===== config.mk =====
export PLATFORM = sky130hd
export DESIGN_NAME = fm_scan_ctrl
export DESIGN_NICKNAME = d
export VERILOG_FILES = /design/src/rtl/fm_scan_pkg.sv /design/src/rtl/fm_interval_timer.sv /design/src/rtl/fm_chan_stepper.sv /design/src/rtl/fm_div_calc.sv /design/src/rtl/fm_scan_ctrl.sv
export SDC_FILE = /design/constraint.sdc
export NUM_CORES = 1
export LEC_CHECK = 0
export BUFFER_PORTS_ARGS = -buffer_cell sky130_fd_sc_hd__buf_2
export CAP_MARGIN = 10
export CORE_ASPECT_RATIO = 1.4
export CORE_UTILIZATION = 54
export CTS_CLUSTER_SIZE = 12
export DETAILED_ROUTE_END_ITERATION = 10
export PLACE_DENSITY = 0.81
export SLEW_MARGIN = 0
export SYNTH_ARGS = -nofsm -noshare
export SYNTH_HDL_FRONTEND = slang
export SYNTH_SLANG_ARGS = --single-unit
export TNS_END_PERCENT = 10

===== constraint.sdc =====
create_clock -name clk -period 2.34 [get_ports clk]
set_input_delay 0.117 -clock clk [delete_from_list [all_inputs] [get_ports clk]]
set_output_delay 0.117 -clock clk [all_outputs]
set_load 0.03 [all_outputs]

===== src/rtl/fm_scan_pkg.sv =====
package fm_scan_pkg;
    typedef enum logic [2:0] {
        ST_IDLE,
        ST_SET_DIV,
        ST_SETTLE,
        ST_SAMPLE,
        ST_DECIDE,
        ST_DONE
    } scan_state_e;
endpackage


===== src/rtl/fm_interval_timer.sv =====
// Loadable down-counter used for settle and dwell intervals.
module fm_interval_timer #(
    parameter int TIME_W = 24
) (
    input  logic              clk,
    input  logic              rst_n,
    input  logic              load,
    input  logic [TIME_W-1:0] load_val,
    input  logic              dec,
    output logic              expired
);
    logic [TIME_W-1:0] cnt_q;

    always_ff @(posedge clk or negedge rst_n) begin
        if (!rst_n) begin
            cnt_q <= '0;
        end else if (load) begin
            cnt_q <= load_val;
        end else if (dec && cnt_q != '0) begin
            cnt_q <= cnt_q - 1'b1;
        end
    end

    assign expired = (cnt_q == '0);
endmodule


===== src/rtl/fm_chan_stepper.sv =====
// Holds the current channel index, wraps it, and tracks progress through a pass.
module fm_chan_stepper #(
    parameter int CHAN_COUNT = 100,
    parameter int IDX_W      = 7
) (
    input  logic             clk,
    input  logic             rst_n,
    input  logic             init,
    input  logic [IDX_W-1:0] init_idx,
    input  logic             advance,
    output logic [IDX_W-1:0] idx,
    output logic             pass_end
);
    localparam logic [IDX_W-1:0] LAST_IDX = IDX_W'(CHAN_COUNT - 1);

    logic [IDX_W-1:0] idx_q;
    logic [IDX_W-1:0] pos_q;

    always_ff @(posedge clk or negedge rst_n) begin
        if (!rst_n) begin
            idx_q <= '0;
            pos_q <= '0;
        end else if (init) begin
            idx_q <= (init_idx > LAST_IDX) ? '0 : init_idx;
            pos_q <= '0;
        end else if (advance) begin
            idx_q <= (idx_q == LAST_IDX) ? '0 : idx_q + 1'b1;
            pos_q <= pos_q + 1'b1;
        end
    end

    assign idx      = idx_q;
    assign pass_end = (pos_q == LAST_IDX);
endmodule


===== src/rtl/fm_div_calc.sv =====
// Computes and registers the divider value for a channel index.
module fm_div_calc #(
    parameter int IDX_W    = 7,
    parameter int DIV_W    = 12,
    parameter int DIV_BASE = 494,
    parameter int DIV_STEP = 1
) (
    input  logic             clk,
    input  logic             rst_n,
    input  logic             go,
    input  logic [IDX_W-1:0] idx,
    output logic [DIV_W-1:0] divisor,
    output logic             div_load
);
    localparam logic [DIV_W-1:0] BASE_V = DIV_W'(DIV_BASE);
    localparam logic [DIV_W-1:0] STEP_V = DIV_W'(DIV_STEP);

    logic [DIV_W-1:0] next_div;

    always_comb begin
        next_div = BASE_V + DIV_W'(idx) * STEP_V;
    end

    always_ff @(posedge clk or negedge rst_n) begin
        if (!rst_n) begin
            divisor  <= BASE_V;
            div_load <= 1'b0;
        end else begin
            div_load <= go;
            if (go) begin
                divisor <= next_div;
            end
        end
    end
endmodule


===== src/rtl/fm_scan_ctrl.sv =====
module fm_scan_ctrl
    import fm_scan_pkg::*;
#(
    parameter int CHAN_COUNT = 100,
    parameter int DIV_W      = 12,
    parameter int DIV_BASE   = 494,
    parameter int DIV_STEP   = 1,
    parameter int LVL_W      = 10,
    parameter int TIME_W     = 24,
    parameter int HITS       = 3,
    localparam int IDX_W     = $clog2(CHAN_COUNT)
) (
    input  logic              clk,
    input  logic              rst_n,
    input  logic              start,
    input  logic [IDX_W-1:0]  start_idx,
    input  logic [TIME_W-1:0] settle_cycles,
    input  logic [TIME_W-1:0] dwell_cycles,
    input  logic [LVL_W-1:0]  threshold,
    input  logic [LVL_W-1:0]  level,
    output logic [DIV_W-1:0]  divisor,
    output logic              div_load,
    output logic              busy,
    output logic              done,
    output logic              fail,
    output logic [IDX_W-1:0]  found_idx
);
    localparam int HIT_W = $clog2(HITS + 1);
    localparam logic [HIT_W-1:0] LAST_HIT = HIT_W'(HITS - 1);

    scan_state_e      st_q, st_nx;
    logic             step_init, step_adv, tmr_load, tmr_dec, div_go;
    logic [TIME_W-1:0] tmr_val;
    logic             tmr_expired, pass_end;
    logic [IDX_W-1:0] chan_idx;
    logic [HIT_W-1:0] hits_q;
    logic             quiet_q;
    logic             accept_start;

    assign accept_start = start && (st_q == ST_IDLE || st_q == ST_DONE);

    fm_chan_stepper #(.CHAN_COUNT(CHAN_COUNT), .IDX_W(IDX_W)) u_step (
        .clk(clk), .rst_n(rst_n), .init(step_init), .init_idx(start_idx),
        .advance(step_adv), .idx(chan_idx), .pass_end(pass_end)
    );

    fm_interval_timer #(.TIME_W(TIME_W)) u_tmr (
        .clk(clk), .rst_n(rst_n), .load(tmr_load), .load_val(tmr_val),
        .dec(tmr_dec), .expired(tmr_expired)
    );

    fm_div_calc #(.IDX_W(IDX_W), .DIV_W(DIV_W), .DIV_BASE(DIV_BASE),
                  .DIV_STEP(DIV_STEP)) u_div (
        .clk(clk), .rst_n(rst_n), .go(div_go), .idx(chan_idx),
        .divisor(divisor), .div_load(div_load)
    );

    // State register
    always_ff @(posedge clk or negedge rst_n) begin
        if (!rst_n) begin
            st_q <= ST_IDLE;
        end else begin
            st_q <= st_nx;
        end
    end

    // Next state and sub-block controls
    always_comb begin
        st_nx     = st_q;
        step_init = 1'b0;
        step_adv  = 1'b0;
        tmr_load  = 1'b0;
        tmr_val   = settle_cycles;
        tmr_dec   = 1'b0;
        div_go    = 1'b0;
        unique case (st_q)
            ST_IDLE, ST_DONE: begin
                if (start) begin
                    st_nx     = ST_SET_DIV;
                    step_init = 1'b1;
                end
            end
            ST_SET_DIV: begin
                div_go   = 1'b1;
                tmr_load = 1'b1;
                tmr_val  = settle_cycles;
                st_nx    = ST_SETTLE;
            end
            ST_SETTLE: begin
                if (tmr_expired) begin
                    tmr_load = 1'b1;
                    tmr_val  = dwell_cycles;
                    st_nx    = ST_SAMPLE;
                end else begin
                    tmr_dec = 1'b1;
                end
            end
            ST_SAMPLE: begin
                if (tmr_expired) begin
                    st_nx = ST_DECIDE;
                end else begin
                    tmr_dec = 1'b1;
                end
            end
            ST_DECIDE: begin
                if (quiet_q) begin
                    if (hits_q == LAST_HIT) begin
                        st_nx = ST_DONE;
                    end else begin
                        tmr_load = 1'b1;
                        tmr_val  = dwell_cycles;
                        st_nx    = ST_SAMPLE;
                    end
                end else if (pass_end) begin
                    st_nx = ST_DONE;
                end else begin
                    step_adv = 1'b1;
                    st_nx    = ST_SET_DIV;
                end
            end
            default: st_nx = ST_IDLE;
        endcase
    end

    // Registered outputs and qualification state
    always_ff @(posedge clk or negedge rst_n) begin
        if (!rst_n) begin
            done      <= 1'b0;
            fail      <= 1'b0;
            found_idx <= '0;
            hits_q    <= '0;
            quiet_q   <= 1'b0;
        end else begin
            if (accept_start) begin
                done   <= 1'b0;
                fail   <= 1'b0;
                hits_q <= '0;
            end
            if (st_q == ST_SETTLE && tmr_expired) begin
                hits_q <= '0;
            end
            if (st_q == ST_SAMPLE && tmr_expired) begin
                quiet_q <= (level < threshold);
            end
            if (st_q == ST_DECIDE) begin
                if (quiet_q) begin
                    if (hits_q == LAST_HIT) begin
                        done      <= 1'b1;
                        found_idx <= chan_idx;
                    end else begin
                        hits_q <= hits_q + 1'b1;
                    end
                end else if (pass_end) begin
                    fail <= 1'b1;
                end
            end
        end
    end

    assign busy = (st_q != ST_IDLE) && (st_q != ST_DONE);
endmodule


== After elaboration in Yosys (flattened, before gate mapping) ==
Cells that the tools add are included.
Storage, ports and cells
  input port bits: 78
  register bits after elaboration: 66
Cells by class
  $add $sub $neg: 5
  order comparisons: 2
  equal/unequal tests: 12
  mux-type cells: 44
  reduce and logical (&&, ||, !) cells: 16
Operator list (number)
  $mux W24: 5
  $pmux W24 S2: 1
  $mux W7: 6
  $logic_not A24 Y1: 1
  $reduce_bool A24 Y1: 1
  $sub A24 B1 Y24 const B: 1
  $mux W1: 19
  $mux W3: 6
  $pmux W3 S5: 1
  $add A7 B1 Y7 const B: 2
  $eq A7 B7 Y1 const B: 2
  $add A9 B7 Y10 const A: 1
  $lt A10 B10 Y1: 1
  $mux W2: 5
  $gt A7 B7 Y1 const B: 1
  $eq A3 B2 Y1 const B: 2
  $eq A3 B3 Y1 const B: 2
  $ne A2 B2 Y1 const B: 3
  $reduce_and A3 Y1: 2
  $logic_and A1 B1 Y1: 5
  $reduce_bool A2 Y1: 2
  $reduce_or A2 Y1: 2
  $eq A3 B1 Y1 const B: 1
  $logic_not A3 Y1: 1
  6 further kinds: 6

== Longest topological paths before layout ==
Gate-level depths: netlist (run 1).
  word-level depth: 8
  gate-level depth with buffers: 10

== By module ==
Synthesis (run 1) repeated with hierarchy kept, for this count alone.
Second synthesis, totals
  cells, all modules: 423
  area, all modules: 4157.7 um^2
By module, submodules not included
  fm_interval_timer: cells an instance 168, times used 1, area each 1492.7 um^2
  fm_scan_ctrl: cells an instance 123, times used 1, area each 1323.8 um^2
  fm_chan_stepper: cells an instance 85, times used 1, area each 800.8 um^2
  fm_div_calc: cells an instance 47, times used 1, area each 540.5 um^2

== Worst setup path after synthesis (run 1) ==
Ideal clock, no wire load.
  path type: register to register
  start point: register u_tmr.cnt_q[0]
  end point: register u_tmr.cnt_q[22]
  path slack: 0.324 ns
  arrival: 1.882 ns
  buffers on the path: 0
  stages on the path, launching flop included: 9
  period minus slack after synthesis: 2.016 ns
  cell sequence: dfrtp_1 inv_1 ha_1 nor2b_1 nand4_4 o31a_1 mux2_1 a21oi_1 o21ai_0
On the way
  word-level cells in the longest chain between the ends: 5
  elaborated cells between the ends (all ways): 13
  classes of those cells: add/sub: 1; mux: 8; reduce/logical: 4
Ends and longest elaborated chain
  start: declaration: RTL line fm_interval_timer.sv:12  | logic [TIME_W-1:0] cnt_q;
  start signal: assignment: RTL line fm_interval_timer.sv:18  | cnt_q <= load_val;
  start signal: assignment: RTL line fm_interval_timer.sv:20  | cnt_q <= cnt_q - 1'b1;
  branches (longest 5 deep; another with $sub A24 B1 Y24)
Parallel ways; which one is timed is not known. The select of a mux whose other input is x is not followed.
A chain may end at the register's enable or synchronous reset.

== Worst setup path after layout (run 1) ==
  start point: register u_tmr.cnt_q[14]
  end point: register u_tmr.cnt_q[22]
Same word-level chain as after synthesis.

==> metrics.cfg, run 1 <==
[routing]
detailroute.via_count = 4079
detail_route.wl_per_cell_um = 15.7
via_per_inst = 5.92
starting_drc_count_in_detailed_routing = 287
postRouteAntennaNets = 0
drc = 0
detail_route.wirelength_mm = 10.8
detail_route.first_pass.iterations = 5

[sta]
fin_crit_period_ns = 2.21
fin_skew_ns = 0.0151
rsz0062_at_grt = no
hold_violation_total_from_the_final_report = 0
achievable-frequency_mhz = 452
tightest_slew_ns = 0.786
slew_violations = 0
setup_viol = 0
slew_headroom = 0.469
final_min_period_over_clock_period = 0.946

[clocking]
ctsRootBufferMaster = sky130_fd_sc_hd__clkbuf_8
htree_levels = 3
path_clk_slew_ns = 0.07
cts_buffer_depth = 2
cts_sinks = 64
cts_buf_count = 9
insertion_delay_ns = 0.35
cts_tree = done
post-cts-setup-buffers = 0

[pwr]
leakage_nw = 2.33
power.density_cell_area_nw_per_um2 = 558
peakVddDrop_uv = 455

[cells_and_area]
fillCellCount = 594
post-route-cell-area_um2 = 5090
drive_above_1_share = 0.302
area_delta_synth_final_pct = 23.9
n_antenna_cell = 0
layout_commonest_cell = sky130_fd_sc_hd__buf_2
number_of_standard_cells_in_the_layout_taps_in_and_fillers_out = 689
fin_nets = 680
most-common-layout-cells = sky130_fd_sc_hd__buf_2, sky130_fd_sc_hd__dfrtp_1, sky130_fd_sc_hd__nand2_1
finalCoreUtilization = 0.692

[logic_synthesis]
synth.largest_area_cell = sky130_fd_sc_hd__dfrtp_1
postSynth.topFlopCell = sky130_fd_sc_hd__dfrtp_1
avgSynthCellArea_um2 = 8.76
synth_edf_count = 0
post_synth_inst_count = 469
synth.lib_cells_used.distinct = 74
synth_top_area_frac = 0.347
synth_async_sr_flop_share = 1.00
syn-cell-area_um2 = 4110
leading_cell_types_by_total_area_after_synthesis = sky130_fd_sc_hd__dfrtp_1, sky130_fd_sc_hd__ha_1, sky130_fd_sc_hd__nand2_1
yosys_register_bits = 64
yosysWarningCount = 0
synth.yosys.seq_area_share = 0.392

[floorplanning]
core.rowCount = 37
design.die.area_um2 = 7970
ioPinCount = 101
floorplan.initialDensity = 0.558
core_um2 = 7360
die_h_um = 105
die-width_um = 75.7

[placed_design]
final_replace_weighted_congestion = 0.975
placement.cell_area_um2 = 4820
detailedPlacementHpwl_mm = 8.13
port_buffers = 98
number_of_cells_after_detailed_placement = 669

[worst_setup_path]
regToRegSetupSlack_ns = 0.13
cp.arrival_ns = 2.44
cp_max_fo = 9
cp-start-kind = flop
setup.worst_path.class = flop to flop
reg2regPathDepth = 6
cp-end-kind = flop
r2r-start = u_tmr.cnt_q[14]
cp_data_required_time_ns = 2.56
r2r-end = u_tmr.cnt_q[22]

[status]
run_status = finished, final reports clean

[global_routing]
grt_first_pass_wirelength_mm = 17.5
first_global_vias = 3867
grtUsageTotal = 0.291
antenna_found_initial = 0
grt_start_max_net_pins = 65
grt_remaining_overflow = 0

[run]
max_capacitance_violation_count = 0

[hold_path]
hold-path-endpoint = u_tmr.cnt_q[8]
hold_path_startpoint = dwell_cycles[8]
timing.hold.worst_path_depth = 3
min_path_type = primary input to flop

state kept, by name, summed over array words and instances, names as in the netlist:
name / cells
u_tmr.cnt_q: 24
u_div.divisor: 10
found_idx: 7
u_step.idx: 7
u_step.pos_q: 7
st_q: 3
hits_q: 2
done: 1
fail: 1
quiet_q: 1
u_div.div_load: 1
power breakdown:
group          internal [mW]  leakage, nW  switching, mW  total [mW]
combinational          0.235         1.51          0.239       0.473
sequential              1.22        0.723          0.170        1.39
clock                  0.501        0.100          0.480       0.981
total                   1.95         2.33          0.889        2.84
kinds of logic (layout without fill, tap and decap cells):
| group | after synthesis | in the layout | synth area share |
|---|---|---|---|
| adders and majority gates | 15 | 15 | 0.0457 |
| xor gates and xnor gates | 19 | 19 | 0.0405 |
| and+or+nand+nor | 182 | 182 | 0.233 |
| DFF | 64 | 64 | 0.392 |
| buffers and inverters | 49 | 171 | 0.0524 |
| AOI/OAI and AO/OA | 133 | 133 | 0.220 |
| muxes | 6 | 6 | 0.0164 |
| other | 1 | 2 | 0.000912 |
stage by stage:
step	setup TNS, ns	total power [mW]	hold slack, ns	setup slack [ns]
3_3_place_gp	0	1.84	0.334	0.0166
6_report	0	2.84	0.00607	0.126
5_1_grt	0	3.00	0.00492	0.0300
4_1_cts	0	2.83	0.000718	0.0510
3_5_place_dp	-0.00131	1.85	0.340	-0.00131
2_1_floorplan	0	1.65	-0.179	0.324
cell usage after synthesis, drive strengths merged, types with 2 or more instances:
library cell  number
a31o               3
buf               11
nand4             11
ha                15
o41ai              2
a31oi              4
a21o               5
nand3             13
o211ai             4
o311ai             2
o22ai              7
nand2             50
dfstp              7
o31ai              7
and3               4
a41oi              2
nand2b             3
a211oi             6
nor4              10
o31a               3
a32oi              2
nor2b              5
nor4b              3
clkbuf            14
a311oi             3
xor2               9
or2                3
dfrtp             57
o21ai             33
nor3              18
a21oi             29
a22oi              8
o221ai             3
o21a               2
nor2              46
or4                5
mux2               6
o22a               2
or3                6
inv               24
xnor2             10
layer usage:
layer,vias to the layer above,track usage,part of all wire
met3,47,0.0641,0.052
met5,-,0,0
met1,1917,0.347,0.40
met4,0,0.143,0.046
met2,168,0.480,0.50
li1,1947,-,-
critical path, cell delays in order, from the launching register on:
cell and delay (ns):
sky130_fd_sc_hd__dfrtp_1 0.45, sky130_fd_sc_hd__nor4_4 0.42, sky130_fd_sc_hd__nand4_4 0.22, sky130_fd_sc_hd__o31a_4 0.46, sky130_fd_sc_hd__mux2_1 0.33, sky130_fd_sc_hd__a21oi_1 0.12
sky130_fd_sc_hd__o21ai_0 0.09
area by class of cell:
| cell class | count | area (um2) | area share |
|---|---|---|---|
| Multi-Input combinational cell | 357 | 2320 | 0.456 |
| Sequential cell | 64 | 1610 | 0.316 |
| Timing Repair Buffer | 131 | 748 | 0.147 |
| Clock buffer | 9 | 124 | 0.0243 |
| Tap cell | 97 | 121 | 0.0238 |
| Inverter | 24 | 90.1 | 0.0177 |
| Clock inverter | 7 | 77.6 | 0.0152 |
worst max-delay path by stage:
stage | from | to | slack, ns | cells after the start
after global routing | u_tmr.cnt_q[10] | u_tmr.cnt_q[20] | 0.03 | 7
after detailed placement | u_tmr.cnt_q[0] | u_tmr.cnt_q[20] | -0.001 | 8
after floorplan | u_tmr.cnt_q[0] | u_tmr.cnt_q[22] | 0.32 | 8
after global placement | u_tmr.cnt_q[0] | u_tmr.cnt_q[20] | 0.02 | 8
after CTS | u_tmr.cnt_q[0] | u_tmr.cnt_q[22] | 0.05 | 8
final | u_tmr.cnt_q[14] | u_tmr.cnt_q[22] | 0.13 | 6
repair_timing:
action                     CTS  global route
hold buffers                 4             0
setup endpoints to repair    3            15
hold endpoints to repair    60             0
resized for setup            2             5
Note: power is estimated with default switching activity, not from simulation.
==> inputs of run 2 (changes only) <==
--- a/config.mk
+++ b/config.mk
@@ -12,6 +12,7 @@
 export CTS_CLUSTER_SIZE = 12
 export DETAILED_ROUTE_END_ITERATION = 10
 export PLACE_DENSITY = 0.81
+export REMOVE_ABC_BUFFERS = 1
 export SLEW_MARGIN = 0
 export SYNTH_ARGS = -nofsm -noshare
 export SYNTH_HDL_FRONTEND = slang
==> run 2 against run 1 <==
Core utilization increased by 0.80 points. Via count increased by 0.59%. Cell area increased by 1.2%. Count of clock-buffer cells in the layout increased by 4. Combinational power increased by 7.4%. Global-route usage increased by 0.15 points. Routed wire length increased by 2.8%. Critical path depth increased by 3. Sequential cell count unchanged.
==> metrics.cfg, run 2 (synthesis results as in run 1) <==
[pwr]
peakVddDrop_uv = 471  ; +3.5%
power.density_cell_area_nw_per_um2 = 579  ; +3.7%
leakage_nw = 2.36  ; +1.4%

[global_routing]
grtUsageTotal = 0.292  ; +0.00145
first_global_vias = 4030  ; +4.2%
antenna_found_initial = 0  ; unchanged
grt_first_pass_wirelength_mm = 17.8  ; +1.7%
grt_remaining_overflow = 0  ; unchanged
grt_start_max_net_pins = 35  ; -46%

[worst_setup_path]
cp-end-kind = flop
worst_path_max_delay_cell = sky130_fd_sc_hd__dfrtp_1
cp-start-kind = flop
cp_data_required_time_ns = 2.57  ; about the same
worst-path-buf-inv = 2  ; +2
setup.worst_path.class = flop to flop
worst_path_cell_trace = inv_1 > ha_1 > nor2b_1 > nand4_4 > o31a_1 > buf_4 > nand4_1 > a21oi_1 > a221o_1
cp.arrival_ns = 2.50  ; +0.06 ns
timing.critical_path.max_delay_family = compound AO/OA/AOI/OAI gates
cp_max_fo = 9  ; unchanged
cpPeakStageDelay_ns = 0.42  ; -0.04 ns

[floorplanning]
floorplan.initialDensity = 0.558  ; unchanged
ioPinCount = 101  ; unchanged
die-width_um = 75.7  ; unchanged
core.rowCount = 37  ; unchanged
die_h_um = 105  ; unchanged
core_um2 = 7360  ; unchanged
design.die.area_um2 = 7970  ; unchanged

[status]
run_status = finished, final reports clean

[cells_and_area]
top_register = u_tmr.cnt_q
layout_commonest_cell = sky130_fd_sc_hd__buf_2
n_antenna_cell = 0  ; unchanged
largestRegisters = u_tmr.cnt_q x24, u_div.divisor x10
area_delta_synth_final_pct = 25.4
fin_nets = 683  ; +0.44%
largest_reg_flops = 24  ; unchanged
drive_above_1_share = 0.299  ; -0.00321
fillCellCount = 595  ; +0.17%
most-common-layout-cells = sky130_fd_sc_hd__buf_2, sky130_fd_sc_hd__dfrtp_1, sky130_fd_sc_hd__nand2_1

[hold_path]
min_path_type = primary input to flop

[clocking]
cts_sinks = 64  ; unchanged
cts_buf_count = 9  ; unchanged
htree_levels = 3  ; unchanged
path_clk_slew_ns = 0.07  ; about the same
ctsRootBufferMaster = sky130_fd_sc_hd__clkbuf_8
post-cts-setup-buffers = 0  ; unchanged
cts_buffer_depth = 2  ; unchanged
insertion_delay_ns = 0.35  ; about the same
cts_tree = done

[routing]
drc = 0  ; unchanged
via_per_inst = 5.93  ; +0.15%
detail_route.wl_per_cell_um = 16.0  ; +2.3%
postRouteAntennaNets = 0  ; unchanged
detailroute.via_count = 4103  ; +0.59%
detail_route.wirelength_mm = 11.1  ; +2.8%
detail_route.first_pass.iterations = 5  ; unchanged
starting_drc_count_in_detailed_routing = 299  ; +4.2%

[placed_design]
final_replace_weighted_congestion = 0.979  ; +0.47%
detailedPlacementHpwl_mm = 8.34  ; +2.5%
preCtsSetupSlack_ns = 0.0711  ; +0.0724 ns
port_buffers = 98  ; unchanged

[sta]
setup_viol = 0  ; unchanged
worst_slack_ns = 0.0730  ; -0.0533 ns
final_min_period_over_clock_period = 0.969  ; +0.0228
slew_violations = 0  ; unchanged
slew_headroom = 0.502  ; +0.0334
fin_crit_period_ns = 2.27  ; +0.0533 ns
fin_skew_ns = 0.00486  ; -0.0102 ns
tightest_slew_ns = 0.737  ; -0.0495 ns
rsz0062_at_grt = yes
hold_violation_total_from_the_final_report = 0  ; unchanged
hold_slack_ns = 0.00647  ; +0.000394 ns
finalSetupTns_ns = 0  ; unchanged
achievable-frequency_mhz = 441  ; -2.3%

[run]
max_capacitance_violation_count = 0  ; unchanged

[run 2: cell count changes in the layout (fill, tap and decap cells not counted), sizes merged]
cell and delta:
dlygate4sd3 +1, buf +2, clkinv -2, clkinvlp -1
inv -2, clkbuf +4, bufinv +1
[run 2: path summary, 6_finish.rpt]
check | start | depth (start not counted) | slack [ns] | end
max reg2reg | u_tmr.cnt_q[0] | 9 | 0.07 | u_tmr.cnt_q[17]
min in group asynchronous | rst_n | 2 | 0.38 | u_tmr.cnt_q[19]
min | dwell_cycles[0] | 3 | 0.006 | u_tmr.cnt_q[0]
max | u_tmr.cnt_q[0] | 9 | 0.07 | u_tmr.cnt_q[17]
max in group asynchronous | rst_n | 3 | 1.27 | u_div.divisor[3]
min reg2reg | u_div.divisor[7] | 2 | 0.47 | u_div.divisor[7]
[run 2: layout make-up]
| class | count | area, um2 | share of cell area |
|---|---|---|---|
| inverters | 24 | 90.1 | 0.0175 |
| clock buffers | 13 | 159 | 0.0308 |
| flip-flops and latches | 64 | 1610 | 0.313 |
| clock inverters | 3 | 65.1 | 0.0126 |
| well taps | 97 | 121 | 0.0236 |
| multi-input cells | 357 | 2320 | 0.450 |
| repair buffers | 134 | 786 | 0.153 |
[run 2: layer usage]
layer | track usage | vias up | wire length, um
met5 | 0 | - | 0
met4 | 0.127 | 0 | 371
met3 | 0.0526 | 30 | 639
met2 | 0.504 | 169 | 5770
met1 | 0.343 | 1937 | 4330
li1 | - | 1967 | -
[run 2: power by group]
group / leakage (nW) / switching, mW / internal [mW]
Combinational: 1.53 / 0.256 / 0.251
Sequential: 0.723 / 0.168 / 1.22
Clock: 0.114 / 0.432 / 0.658
[run 2: through the flow]
step	util	cell area (um2)	total power, mW	cells
final	0.700	5150	2.98	692
after global routing	0.700	5150	3.11	692
after CTS	0.696	5120	2.96	692
after detailed placement	0.658	4850	1.87	671
after global placement	0.658	4850	1.85	671
after floorplan	-	3990	1.65	445
[run 2: tightest hold or removal path, stage by stage]
cell                      delay [ns]
sky130_fd_sc_hd__buf_2          0.08
sky130_fd_sc_hd__a22oi_1        0.05
sky130_fd_sc_hd__o21ai_0        0.07
[run 2: what timing repair did]
item | in CTS | in global routing
hold endpoints to repair | 29 | 0
hold buffers | 5 | 0
resized for setup | 0 | 5
endpoints found under the setup margin | 0 | 23
